==> config.mk <==
export PLATFORM = sky130hd
export DESIGN_NAME = torus_hdr_builder
export DESIGN_NICKNAME = d
export VERILOG_FILES = /design/src/rtl/torus_hdr_pkg.sv /design/src/rtl/torus_axis_dir.sv /design/src/rtl/torus_hdr_dp.sv /design/src/rtl/torus_hdr_ctl.sv /design/src/rtl/torus_hdr_builder.sv
export SDC_FILE = /design/constraint.sdc
export NUM_CORES = 1
export LEC_CHECK = 0
export BUFFER_PORTS_ARGS = -buffer_cell sky130_fd_sc_hd__buf_2
export CELL_PAD_IN_SITES_DETAIL_PLACEMENT = 1
export CELL_PAD_IN_SITES_GLOBAL_PLACEMENT = 2
export CORE_MARGIN = 3
export CORE_UTILIZATION = 28
export DETAILED_ROUTE_END_ITERATION = 8
export PLACE_DENSITY_LB_ADDON = 0.1
export SLEW_MARGIN = 40
export SYNTH_ARGS = -nofsm -noshare
export SYNTH_HDL_FRONTEND = slang
export SYNTH_SLANG_ARGS = --single-unit
==> constraint.sdc <==
create_clock -name clk -period 1.5 [get_ports clk]
set_input_delay 0.225 -clock clk [delete_from_list [all_inputs] [get_ports clk]]
set_output_delay 0.225 -clock clk [all_outputs]
set_load 0.02 [all_outputs]
==> src/rtl/torus_hdr_pkg.sv <==
package torus_hdr_pkg;

  // Two-bit travel code per axis; 01 = increasing coordinate, 10 = decreasing
  typedef enum logic [1:0] {
    DIR_NONE = 2'b00,
    DIR_POS  = 2'b01,
    DIR_NEG  = 2'b10,
    DIR_BAD  = 2'b11
  } dirCode_t;

  // Strobes from control to datapath
  typedef struct packed {
    logic capLoc;   // store node location
    logic loadOut;  // load output packet register
  } ctlStrobe_t;

endpackage

==> src/rtl/torus_axis_dir.sv <==
module torus_axis_dir
  import torus_hdr_pkg::*;
#(
  parameter int COORD_W = 2,
  localparam int RING = 1 << COORD_W
) (
  input  logic [COORD_W-1:0] dst,
  input  logic [COORD_W-1:0] loc,
  output dirCode_t           dir
);

  localparam logic signed [COORD_W:0] HALF_S = (COORD_W+1)'(RING / 2);
  localparam logic signed [COORD_W:0] ZERO_S = '0;

  logic signed [COORD_W:0] diff;
  logic                    isPos;

  // Signed difference spans -(RING-1)..(RING-1) without wrap
  assign diff  = $signed({1'b0, dst}) - $signed({1'b0, loc});
  // Forward for 1..HALF, or for a large negative step that wraps short
  assign isPos = ((diff > ZERO_S) && (diff <= HALF_S)) || (diff < -HALF_S);
  assign dir   = isPos ? DIR_POS : DIR_NEG;

endmodule

==> src/rtl/torus_hdr_dp.sv <==
module torus_hdr_dp
  import torus_hdr_pkg::*;
#(
  parameter int COORD_W   = 2,
  parameter int PAYLOAD_W = 32,
  localparam int LOC_W = 2 * COORD_W,
  localparam int HDR_W = LOC_W + 4
) (
  input  logic                 clk,
  input  logic                 rst_n,
  input  ctlStrobe_t           strb,
  input  logic [LOC_W-1:0]     locIn,
  input  logic [LOC_W-1:0]     inDest,
  input  logic [PAYLOAD_W-1:0] inPayload,
  output logic [HDR_W-1:0]     outHdr,
  output logic [PAYLOAD_W-1:0] outPayload
);

  logic [LOC_W-1:0] locReg;
  dirCode_t         axisDir [2];
  logic [HDR_W-1:0] nextHdr;

  always_ff @(posedge clk or negedge rst_n) begin
    if (!rst_n) begin
      locReg <= '0;
    end else if (strb.capLoc) begin
      locReg <= locIn;
    end
  end

  // axis 1 = X (upper field), axis 0 = Y (lower field)
  for (genvar g = 0; g < 2; g++) begin : g_axis
    torus_axis_dir #(.COORD_W(COORD_W)) u_axis (
      .dst (inDest[g*COORD_W +: COORD_W]),
      .loc (locReg[g*COORD_W +: COORD_W]),
      .dir (axisDir[g])
    );
  end

  assign nextHdr = {inDest, axisDir[1], axisDir[0]};

  always_ff @(posedge clk or negedge rst_n) begin
    if (!rst_n) begin
      outHdr     <= '0;
      outPayload <= '0;
    end else if (strb.loadOut) begin
      outHdr     <= nextHdr;
      outPayload <= inPayload;
    end
  end

endmodule

==> src/rtl/torus_hdr_ctl.sv <==
module torus_hdr_ctl
  import torus_hdr_pkg::*;
(
  input  logic       clk,
  input  logic       rst_n,
  input  logic       locLoad,
  input  logic       inValid,
  input  logic       outReady,
  output logic       inReady,
  output logic       outValid,
  output ctlStrobe_t strb
);

  logic locValid;

  assign inReady      = locValid && (!outValid || outReady);
  assign strb.capLoc  = locLoad && !locValid;
  assign strb.loadOut = inValid && inReady;

  always_ff @(posedge clk or negedge rst_n) begin
    if (!rst_n) begin
      locValid <= 1'b0;
      outValid <= 1'b0;
    end else begin
      if (strb.capLoc) begin
        locValid <= 1'b1;
      end
      if (strb.loadOut) begin
        outValid <= 1'b1;
      end else if (outReady) begin
        outValid <= 1'b0;
      end
    end
  end

endmodule

==> src/rtl/torus_hdr_builder.sv <==
module torus_hdr_builder
  import torus_hdr_pkg::*;
#(
  parameter int COORD_W   = 2,
  parameter int PAYLOAD_W = 32,
  localparam int LOC_W = 2 * COORD_W,
  localparam int HDR_W = LOC_W + 4
) (
  input  logic                 clk,
  input  logic                 rst_n,
  input  logic                 locLoad,
  input  logic [LOC_W-1:0]     locIn,
  input  logic                 inValid,
  output logic                 inReady,
  input  logic [LOC_W-1:0]     inDest,
  input  logic [PAYLOAD_W-1:0] inPayload,
  output logic                 outValid,
  input  logic                 outReady,
  output logic [HDR_W-1:0]     outHdr,
  output logic [PAYLOAD_W-1:0] outPayload
);

  ctlStrobe_t strb;

  torus_hdr_ctl u_ctl (
    .clk      (clk),
    .rst_n    (rst_n),
    .locLoad  (locLoad),
    .inValid  (inValid),
    .outReady (outReady),
    .inReady  (inReady),
    .outValid (outValid),
    .strb     (strb)
  );

  torus_hdr_dp #(.COORD_W(COORD_W), .PAYLOAD_W(PAYLOAD_W)) u_dp (
    .clk        (clk),
    .rst_n      (rst_n),
    .strb       (strb),
    .locIn      (locIn),
    .inDest     (inDest),
    .inPayload  (inPayload),
    .outHdr     (outHdr),
    .outPayload (outPayload)
  );

endmodule

After elaboration in Yosys (flattened, before gate mapping):

Index checks and enable logic that the tools add are counted.

* flip-flop bits (word level): 46
* output and inout port bits: 42
* bits of input ports: 45
* word-level logic and storage cells: 28

* muxes and demuxes: 4
* $lt $le $gt $ge: 6
* reduce and logical (&&, ||, !) cells: 11
* add/sub/neg operators: 2

Operators by type and width (count)
* greater-than comparator 3 x 1 -> 1 bit, second input constant: 2
* <= comparator 3 bit, second input constant: 2
* less-than comparator 3 x 2 -> 1 bit, second input constant: 2
* subtractor 2 x 2 -> 3 bit: 2
* logical AND 1 bit: 5
* 2-to-1 mux 2 bit: 2
* logical OR 1 bit: 3
* zero test 1 bit: 2
* 2-to-1 mux 1 bit: 2
* nonzero test 2 bit: 1

Longest topological paths before layout:

Gate-level depths: netlist (run 1).

* word-level depth: 5
* mapped depth: 7
* gate-level depth less buffers: 7

Cells and area by module:

From an unflattened synthesis (run 1), not the netlist that was laid out.

* cell total of the unflattened synthesis: 119
* area total of the unflattened synthesis: 1890.6 sq um

Modules (own cells, without submodules)
* torus_hdr_dp: times used 1, cells each 92, area an instance 1641.6 sq um, sequential area each 1101.1 sq um
* torus_axis_dir: times used 2, cells each 9, area an instance 75.1 sq um, sequential area each 0.0 sq um
* torus_hdr_ctl: times used 1, cells each 9, area an instance 98.8 sq um, sequential area each 50.0 sq um

Worst setup path before layout (run 1):

Ideal clock, no wire load.

* path kind: register to register
* start: reg u_dp.locReg[0]
* end: reg u_dp.outHdr[0]
* library setup time: 125 ps
* setup slack: -35 ps
* cell stages (with the launch flop): 6
* arrival: 1410 ps
* buffers on the path: 0
* period minus slack after synthesis: 1535 ps
* data required time: 1375 ps
* cells stage by stage: dfrtp_1 ha_1 inv_1 fa_1 xor2_1 mux2_4

* longest elaborated chain between the ends: 5
* elaborated cells on any way between the ends: 7
* classes of those cells: add/sub: 1; order compare: 3; mux: 1; reduce/logical: 2

RTL lines
* start, declared: RTL line torus_hdr_dp.sv:19 `logic [LOC_W-1:0] locReg;`
* start signal, assigned: RTL line torus_hdr_dp.sv:27 `locReg <= locIn;`
* subtractor 2 x 2 -> 3 bit (*): RTL line torus_axis_dir.sv:19 `assign diff = $signed({1'b0, dst}) - $signed({1'b0, loc});`
* greater-than comparator 3 x 1 -> 1 bit or <= comparator 3 bit (tied branches): RTL line torus_axis_dir.sv:21 `assign isPos = ((diff > ZERO_S) && (diff <= HALF_S)) || (diff < -HALF_S);`
* logical AND 1 bit: RTL line torus_axis_dir.sv:21
* logical OR 1 bit (*): RTL line torus_axis_dir.sv:21
* 2-to-1 mux 2 bit (*): RTL line torus_axis_dir.sv:22 `assign dir = isPos ? DIR_POS : DIR_NEG;`
* end signal, assigned: RTL line torus_hdr_dp.sv:47 `outHdr <= nextHdr;`
* end, declared: RTL line torus_hdr_dp.sv:15 `output logic [HDR_W-1:0] outHdr,`

Mark *: on every way between the ends. The rest lies on a longest branch, timed or not.
A chain may end at the register's enable or synchronous reset.

Worst setup path in the final report (run 1):

* start: reg u_dp.locReg[2]
* end: reg u_dp.outHdr[2]

The elaborated chain is that of the path after synthesis.

==> impl_results.md, run 1 <==
* Outcome: complete, but fails checks
* Violations in the final reports: negative setup slack
* Clk buf depth at 2
* Clock Latency Late Sink at 0.29 ns
* Full die area at 8310 um^2
* Fmax at 645 MHz
* Rows at 30
* Die width at 91.2 um
* Detail-routed via count per cell at 4.14
* MaxCap Viol Count at 0
* Slew Limit Fails at 0
* CP max FO at 2
* Hold crit path type: primary input to register
* Antenna fix cells at 0
* Top-count cell post-synth: dfrtp_1
* Number of H-tree levels at 2
* Clock sinks at 46
* Initial antenna violation count at 0
* Syn nets at 168
* IO Pins at 87
* Worst Tran Pin Value at 0.255 ns
* Library cells used by synthesis at 17
* Area delta synth->final at 34.9%
* Syn Std Cell Area at 2030 um^2
* Setup WS post-layout at -0.0494 ns
* Crit path kind: register to register
* Final hold vios at 0
* Initial Util at 0.294
* IO buf count at 86
* Endpoints failing setup at 2
* Yosys warns at 0
* Yosys top cell area share at 0.567
* Post-synth ARST share at 1.00
* Finished Core Util at 0.397
* Synth area leaders: dfrtp_1 (57%), mux2_4 (28%), buf_12 (3.9%), fa_1 (2.0%), inv_1 (1.5%)
* Max VDD drop at 0.320 mV
* M1 WL at 1830 um
* Vias in the first global route at 1,474
* Top Metal Used: met4
* Met3 Wirelength at 382 um
* Worst path arrival time at 1.73 ns
* RSZ-0062 raised after global routing: true
* Congestion Overflow GR at 0
* DRC at 0
* Post-synth EDFFs at 0
* Power Dens Cells at 1250 nW/um^2
* Syn avg cell area at 17.1 um^2
* Rel. slew slack at 0.830
* Place WS at -0.120 ns
* Layout cell share with drive strength beyond 1 at 0.682
* Skew final at 0.00489 ns
* Placed Cells incl. Taps at 302
* Routed WL per cell at 14.5 um
* Vias post-DR at 1,297
* CTS tree: done
* Pleak at 1.40 nW
* DRT Pass-1 Iters at 3
* HPWL after DPL at 3410 um
* Seq cells post-synth at 46
* Largest net degree at the start of global routing at 47
* Top cell type by total area after synthesis: dfrtp_1
* Synth cell count leaders: dfrtp_1 (46), mux2_4 (38), inv_1 (8)
* Clock root cell: clkbuf_8
* TritonCTS Buffers at 5
* Final min period at 1.55 ns
* Final period util at 1.03
* Final ANT Viol Nets at 0
* Final WL at 4550 um
* Met2 WL post-DR at 2280 um
* First-pass GRT wire length at 7450 um
* Critical Path RT at 1.68 ns
* Total Nets Final at 265
* DRT iter0 DRCs at 44
* Tot GR Track Use at 0.112
* Final cell count without fillers at 313
* Worst-path clk slew at 0.08 ns
* Sequential-to-total area share from yosys stat at 0.567
* Die Height at 91.2 um
* Crit start category: register
* Cells after synthesis at 119
* CP Capture Type: register
* Core Region at 6910 um^2
* Post-synth top flop: dfrtp_1
* Routability cong. at 0.699
area by class of cell:
type / instances / area, um^2
multi-input combinational: 61 / 776
inverter: 8 / 30.0
timing repair buffer: 94 / 573
fill: 760 / 4170
clock inverter: 1 / 5.00
sequential: 46 / 1150
tap: 96 / 120
clock buffer: 7 / 86.3
final timing paths:
kind,startpoint,to,slack [ns],cells after the start
worst max-delay path,u_dp.locReg[2],u_dp.outHdr[2],-0.05,5
worst min-delay path,locLoad,u_ctl.locValid,0.14,2
worst max register to register,u_dp.locReg[2],u_dp.outHdr[2],-0.05,5
worst min register to register,u_dp.outPayload[26],u_dp.outPayload[26],0.51,1
max in group asynchronous,rst_n,u_dp.outPayload[12],0.83,3
min in group asynchronous,rst_n,u_dp.outPayload[23],0.43,3
stage by stage:
step	cell area, um^2	setup TNS, ns	hold slack (ns)	power, W
2_1_floorplan	2030	-0.0261	-0.0706	0.00228
3_3_place_gp	2590	-0.166	0.221	0.00264
3_5_place_dp	2590	-0.324	0.228	0.00268
4_1_cts	2700	-0.161	0.128	0.00347
5_1_grt	2740	-0.299	0.136	0.00364
6_report	2740	-0.0917	0.141	0.00342
critical path, stage by stage, from the launching register on:
cell and delay [ns]:
dfrtp_1 0.39, ha_2 0.17, inv_2 0.05, fa_1 0.41, xor2_1 0.16, mux2_4 0.25
flip-flops by register name, summed over array words and instances (netlist names):
signal / flops
u_ctl.locValid: 1
u_ctl.outValid: 1
u_dp.locReg: 4
u_dp.outHdr: 8
u_dp.outPayload: 32
cells by family after synthesis:
group,share of synthesized area
AOI/OAI and AO/OA,0.00493
xor gates and xnor gates,0.00862
adders and majority gates,0.0320
buffers and inverters,0.0542
DFF,0.567
muxes,0.302
and+or+nand+nor,0.0320
power by group:
group | leakage [nW] | switching (W) | internal (W) | total [W]
sequential | 0.537 | 0.000115 | 0.00146 | 0.00157
clock | 0.0482 | 0.000392 | 0.000372 | 0.000764
combinational | 0.817 | 0.000559 | 0.000527 | 0.00109
cells in the final DEF (no fill, tap or decap):
| cell type | netlist | final |
|---|---|---|
| and2_2 | 1 | 1 |
| buf_12 | 4 | 5 |
| buf_2 | 0 | 86 |
| buf_4 | 0 | 1 |
| clkbuf_1 | 0 | 1 |
| clkbuf_16 | 0 | 1 |
| clkbuf_8 | 0 | 6 |
| clkinv_2 | 0 | 1 |
| dfrtp_1 | 46 | 46 |
| dlygate4sd3_1 | 0 | 1 |
| fa_1 | 2 | 2 |
| ha_2 | 0 | 2 |
| inv_1 | 8 | 6 |
| inv_2 | 0 | 2 |
| mux2_2 | 2 | 2 |
| mux2_4 | 38 | 38 |
| mux2i_1 | 2 | 2 |
| nand2_1 | 5 | 5 |
| nand2_2 | 1 | 1 |
| nand2b_1 | 1 | 1 |
| nor2b_1 | 1 | 1 |
| nor2b_4 | 1 | 1 |
| o21ai_0 | 2 | 2 |
| or2_2 | 1 | 1 |
| xor2_1 | 2 | 2 |
layer usage:
layer	global-route usage	up-vias
met3	0.0464	6
li1	-	587
met1	0.129	654
met5	0	-
met2	0.188	50
met4	0.0339	0
what timing repair did:
item	in CTS	in global routing
pin swaps	4	2
hold buffers	1	0
gates cloned	0	1
setup endpoints to repair	4	5
endpoints found under the hold margin	46	0
resized for setup	4	0
buffers inserted	0	1
Power figures use the tool's default switching activity.
==> run 2, diff against run 1 <==
--- a/config.mk
+++ b/config.mk
@@ -8,6 +8,7 @@
 export BUFFER_PORTS_ARGS = -buffer_cell sky130_fd_sc_hd__buf_2
 export CELL_PAD_IN_SITES_DETAIL_PLACEMENT = 1
 export CELL_PAD_IN_SITES_GLOBAL_PLACEMENT = 2
+export CORE_ASPECT_RATIO = 1.75
 export CORE_MARGIN = 3
 export CORE_UTILIZATION = 28
 export DETAILED_ROUTE_END_ITERATION = 8
==> impl_results.md, run 2 (same netlist as run 1, synthesis figures left out) <==
* Final WL at 4710 um (+3.5%)
* Max VDD drop at 0.563 mV (+76%)
* RSZ-0062 raised after global routing: true
* Commonest non-fill, non-tap cells in the layout: buf_2 (86), dfrtp_1 (46), mux2_4 (38)
* Final cell count without fillers at 298 (-4.8%)
* Outcome: complete, but fails checks
* IO Pins at 87 (unchanged)
* Top flop regs: u_dp.outPayload x32, u_dp.outHdr x8, u_dp.locReg x4
* Most common cell after layout, fill and taps aside: buf_2
* Hold EP: u_ctl.locValid
* Max reg flops at 32 (unchanged)
* Placed Cells incl. Taps at 289 (-4.3%)
* Full die area at 8360 um^2 (+0.49%)
* Fill cells at 761 (+0.13%)
* Register-to-register setup slack at -0.09 ns (-0.04 ns)
* CP Capture Type: register
* Rel. slew slack at 0.669 (-0.161)
* Worst R2R Path Depth at 5 (unchanged)
* Endpoints failing setup at 2 (unchanged)
* MaxCap Viol Count at 0 (unchanged)
* Critical Path RT at 1.67 ns (about the same)
* Clock network fraction of design power at 0.312 (+0.089)
* Die Height at 119 um (+30%)
* DRT Pass-1 Iters at 3 (unchanged)
* Pleak at 1.40 nW (+0.12%)
* DRT iter0 DRCs at 44 (unchanged)
* CP max FO at 2 (unchanged)
* Clk buf depth at 2 (unchanged)
* Clock sinks at 46 (unchanged)
* CP max stage delay at 0.41 ns (about the same)
* Routed WL per cell at 15.8 um (+8.7%)
* Die width at 70.4 um (-23%)
* Largest net degree at the start of global routing at 29 (-38%)
* Slew Limit Fails at 0 (unchanged)
* Crit start category: register
* Crit path kind: register to register
* Clock root cell: clkbuf_16
* Worst reg2reg path startpoint: u_dp.locReg[0]
* Core Region at 6960 um^2 (+0.72%)
* Slowest-stage cell, CP: fa_1
* Worst hold path cell count at 2 (unchanged)
* Top reg by flops: u_dp.outPayload
* Pint at 0.00271 W (+15%)
* Final ANT Viol Nets at 0 (unchanged)
* First-pass GRT wire length at 7780 um (+4.5%)
* Hold crit path type: primary input to register
* Setup WS post-layout at -0.0859 ns (-0.0365 ns)
* Post CTS Setup Buffer Count at 0 (unchanged)
* IO buf count at 86 (unchanged)
* Comb power frac at 0.275 (-0.042)
* Vias in the first global route at 1,564 (+6.1%)
* Hold_sp: locLoad
* Switching Fraction at 0.289 (-0.0220)
* Crit path cell chain: ha_2 > inv_2 > fa_1 > xor2_1 > mux2_4
* DRC at 0 (unchanged)
* Tot GR Track Use at 0.120 (+0.00854)
* CTS tree: done
* Total Nets Final at 262 (-1.1%)
* Worst-path clk slew at 0.06 ns (-0.02 ns)
* Power Dens Cells at 1400 nW/um^2 (+12%)
* Final hold vios at 0 (unchanged)
* Antenna fix cells at 0 (unchanged)
* Flop pwr share at 0.413 (-0.047)
* Initial antenna violation count at 0 (unchanged)
* Worst path arrival time at 1.75 ns (+0.02 ns)
* Fmax at 631 MHz (-2.3%)
* Reg-to-Reg End: u_dp.outHdr[0]
* Worst Tran Pin Value at 0.496 ns (+0.241 ns)
* Final min period at 1.59 ns (+0.0365 ns)
* Area delta synth->final at 34.1%
* Detail-routed via count per cell at 4.26 (+2.7%)
* Routability cong. at 0.770 (+10%)
* Initial Util at 0.292 (-0.00212)
* Vias post-DR at 1,268 (-2.2%)
* Switching Power at 0.00111 W (+3.7%)
* Rows at 40 (+33%)
* Final period util at 1.06 (+0.0244)
* Layout cell share with drive strength beyond 1 at 0.682 (about the same)
* TritonCTS Buffers at 5 (unchanged)
* Number of H-tree levels at 2 (unchanged)
* Setup TNS at -0.128 ns (-0.0358 ns)
* Congestion Overflow GR at 0 (unchanged)
* Clock Latency Late Sink at 0.28 ns (about the same)
* Violations in the final reports: negative setup slack
* HPWL after DPL at 3570 um (+4.7%)
* Skew final at 0.00197 ns (-0.00292 ns)
[run 2: critical path: cells and delay by family (launching register included)]
kind                       cells  cell delay, ns
xor gates and xnor gates       1            0.19
buffers and inverters          1            0.05
DFF                            1            0.39
adders and majority gates      2            0.59
muxes                          1            0.26
[run 2: cell type report]
| type | count | area, um^2 | area share |
|---|---|---|---|
| flip-flops and latches | 46 | 1150 | 0.423 |
| repair buffers | 91 | 495 | 0.182 |
| well taps | 84 | 105 | 0.0386 |
| clock buffers | 8 | 166 | 0.0611 |
| multi-input cells | 61 | 776 | 0.285 |
| inverters | 8 | 30.0 | 0.0110 |
[run 2: power groups by stage]
stage               clock, W  sequential [W]  combinational [W]
finish               0.00119         0.00158            0.00105
global route         0.00130         0.00161            0.00113
CTS                  0.00125         0.00159            0.00108
detailed placement         0         0.00160            0.00106
global placement           0         0.00159            0.00104
floorplan                  0         0.00185           0.000437
[run 2: what timing repair did]
item,4_1_cts,5_1_grt
setup endpoints to repair,3,3
pin swaps,2,3
hold buffers,1,0
resized for setup,3,1
gates cloned,0,0
hold endpoints to repair,19,0
[run 2: worst max path at each step]
stage          slack (ns)  depth (start not counted)            from        endpoint
5_1_grt             -0.13                          5  u_dp.locReg[0]  u_dp.outHdr[0]
3_5_place_dp        -0.13                          7       inDest[0]  u_dp.outHdr[0]
3_3_place_gp        -0.08                          7       inDest[0]  u_dp.outHdr[0]
6_report            -0.09                          5  u_dp.locReg[0]  u_dp.outHdr[0]
4_1_cts             -0.10                          5  u_dp.locReg[0]  u_dp.outHdr[0]
2_1_floorplan       -0.01                          5  u_dp.locReg[0]  u_dp.outHdr[0]
[run 2: per-layer routing]
layer	vias to the layer above	track usage	share of wire
met5	-	0	0
met4	0	0.0504	0.019
met3	6	0.0357	0.065
met2	54	0.225	0.56
met1	626	0.119	0.36
li1	582	-	-
[run 2: stage by stage]
stage	total power (W)	cell area [um^2]	hold slack [ns]	worst slack, ns	utilization
after CTS	0.00391	2720	0.140	-0.105	0.391
after floorplan	0.00228	2030	-0.0706	-0.0130	-
after global placement	0.00263	2540	0.211	-0.0834	0.365
after global routing	0.00404	2720	0.142	-0.130	0.392
after detailed placement	0.00267	2540	0.225	-0.133	0.365
final	0.00382	2720	0.152	-0.0859	0.392
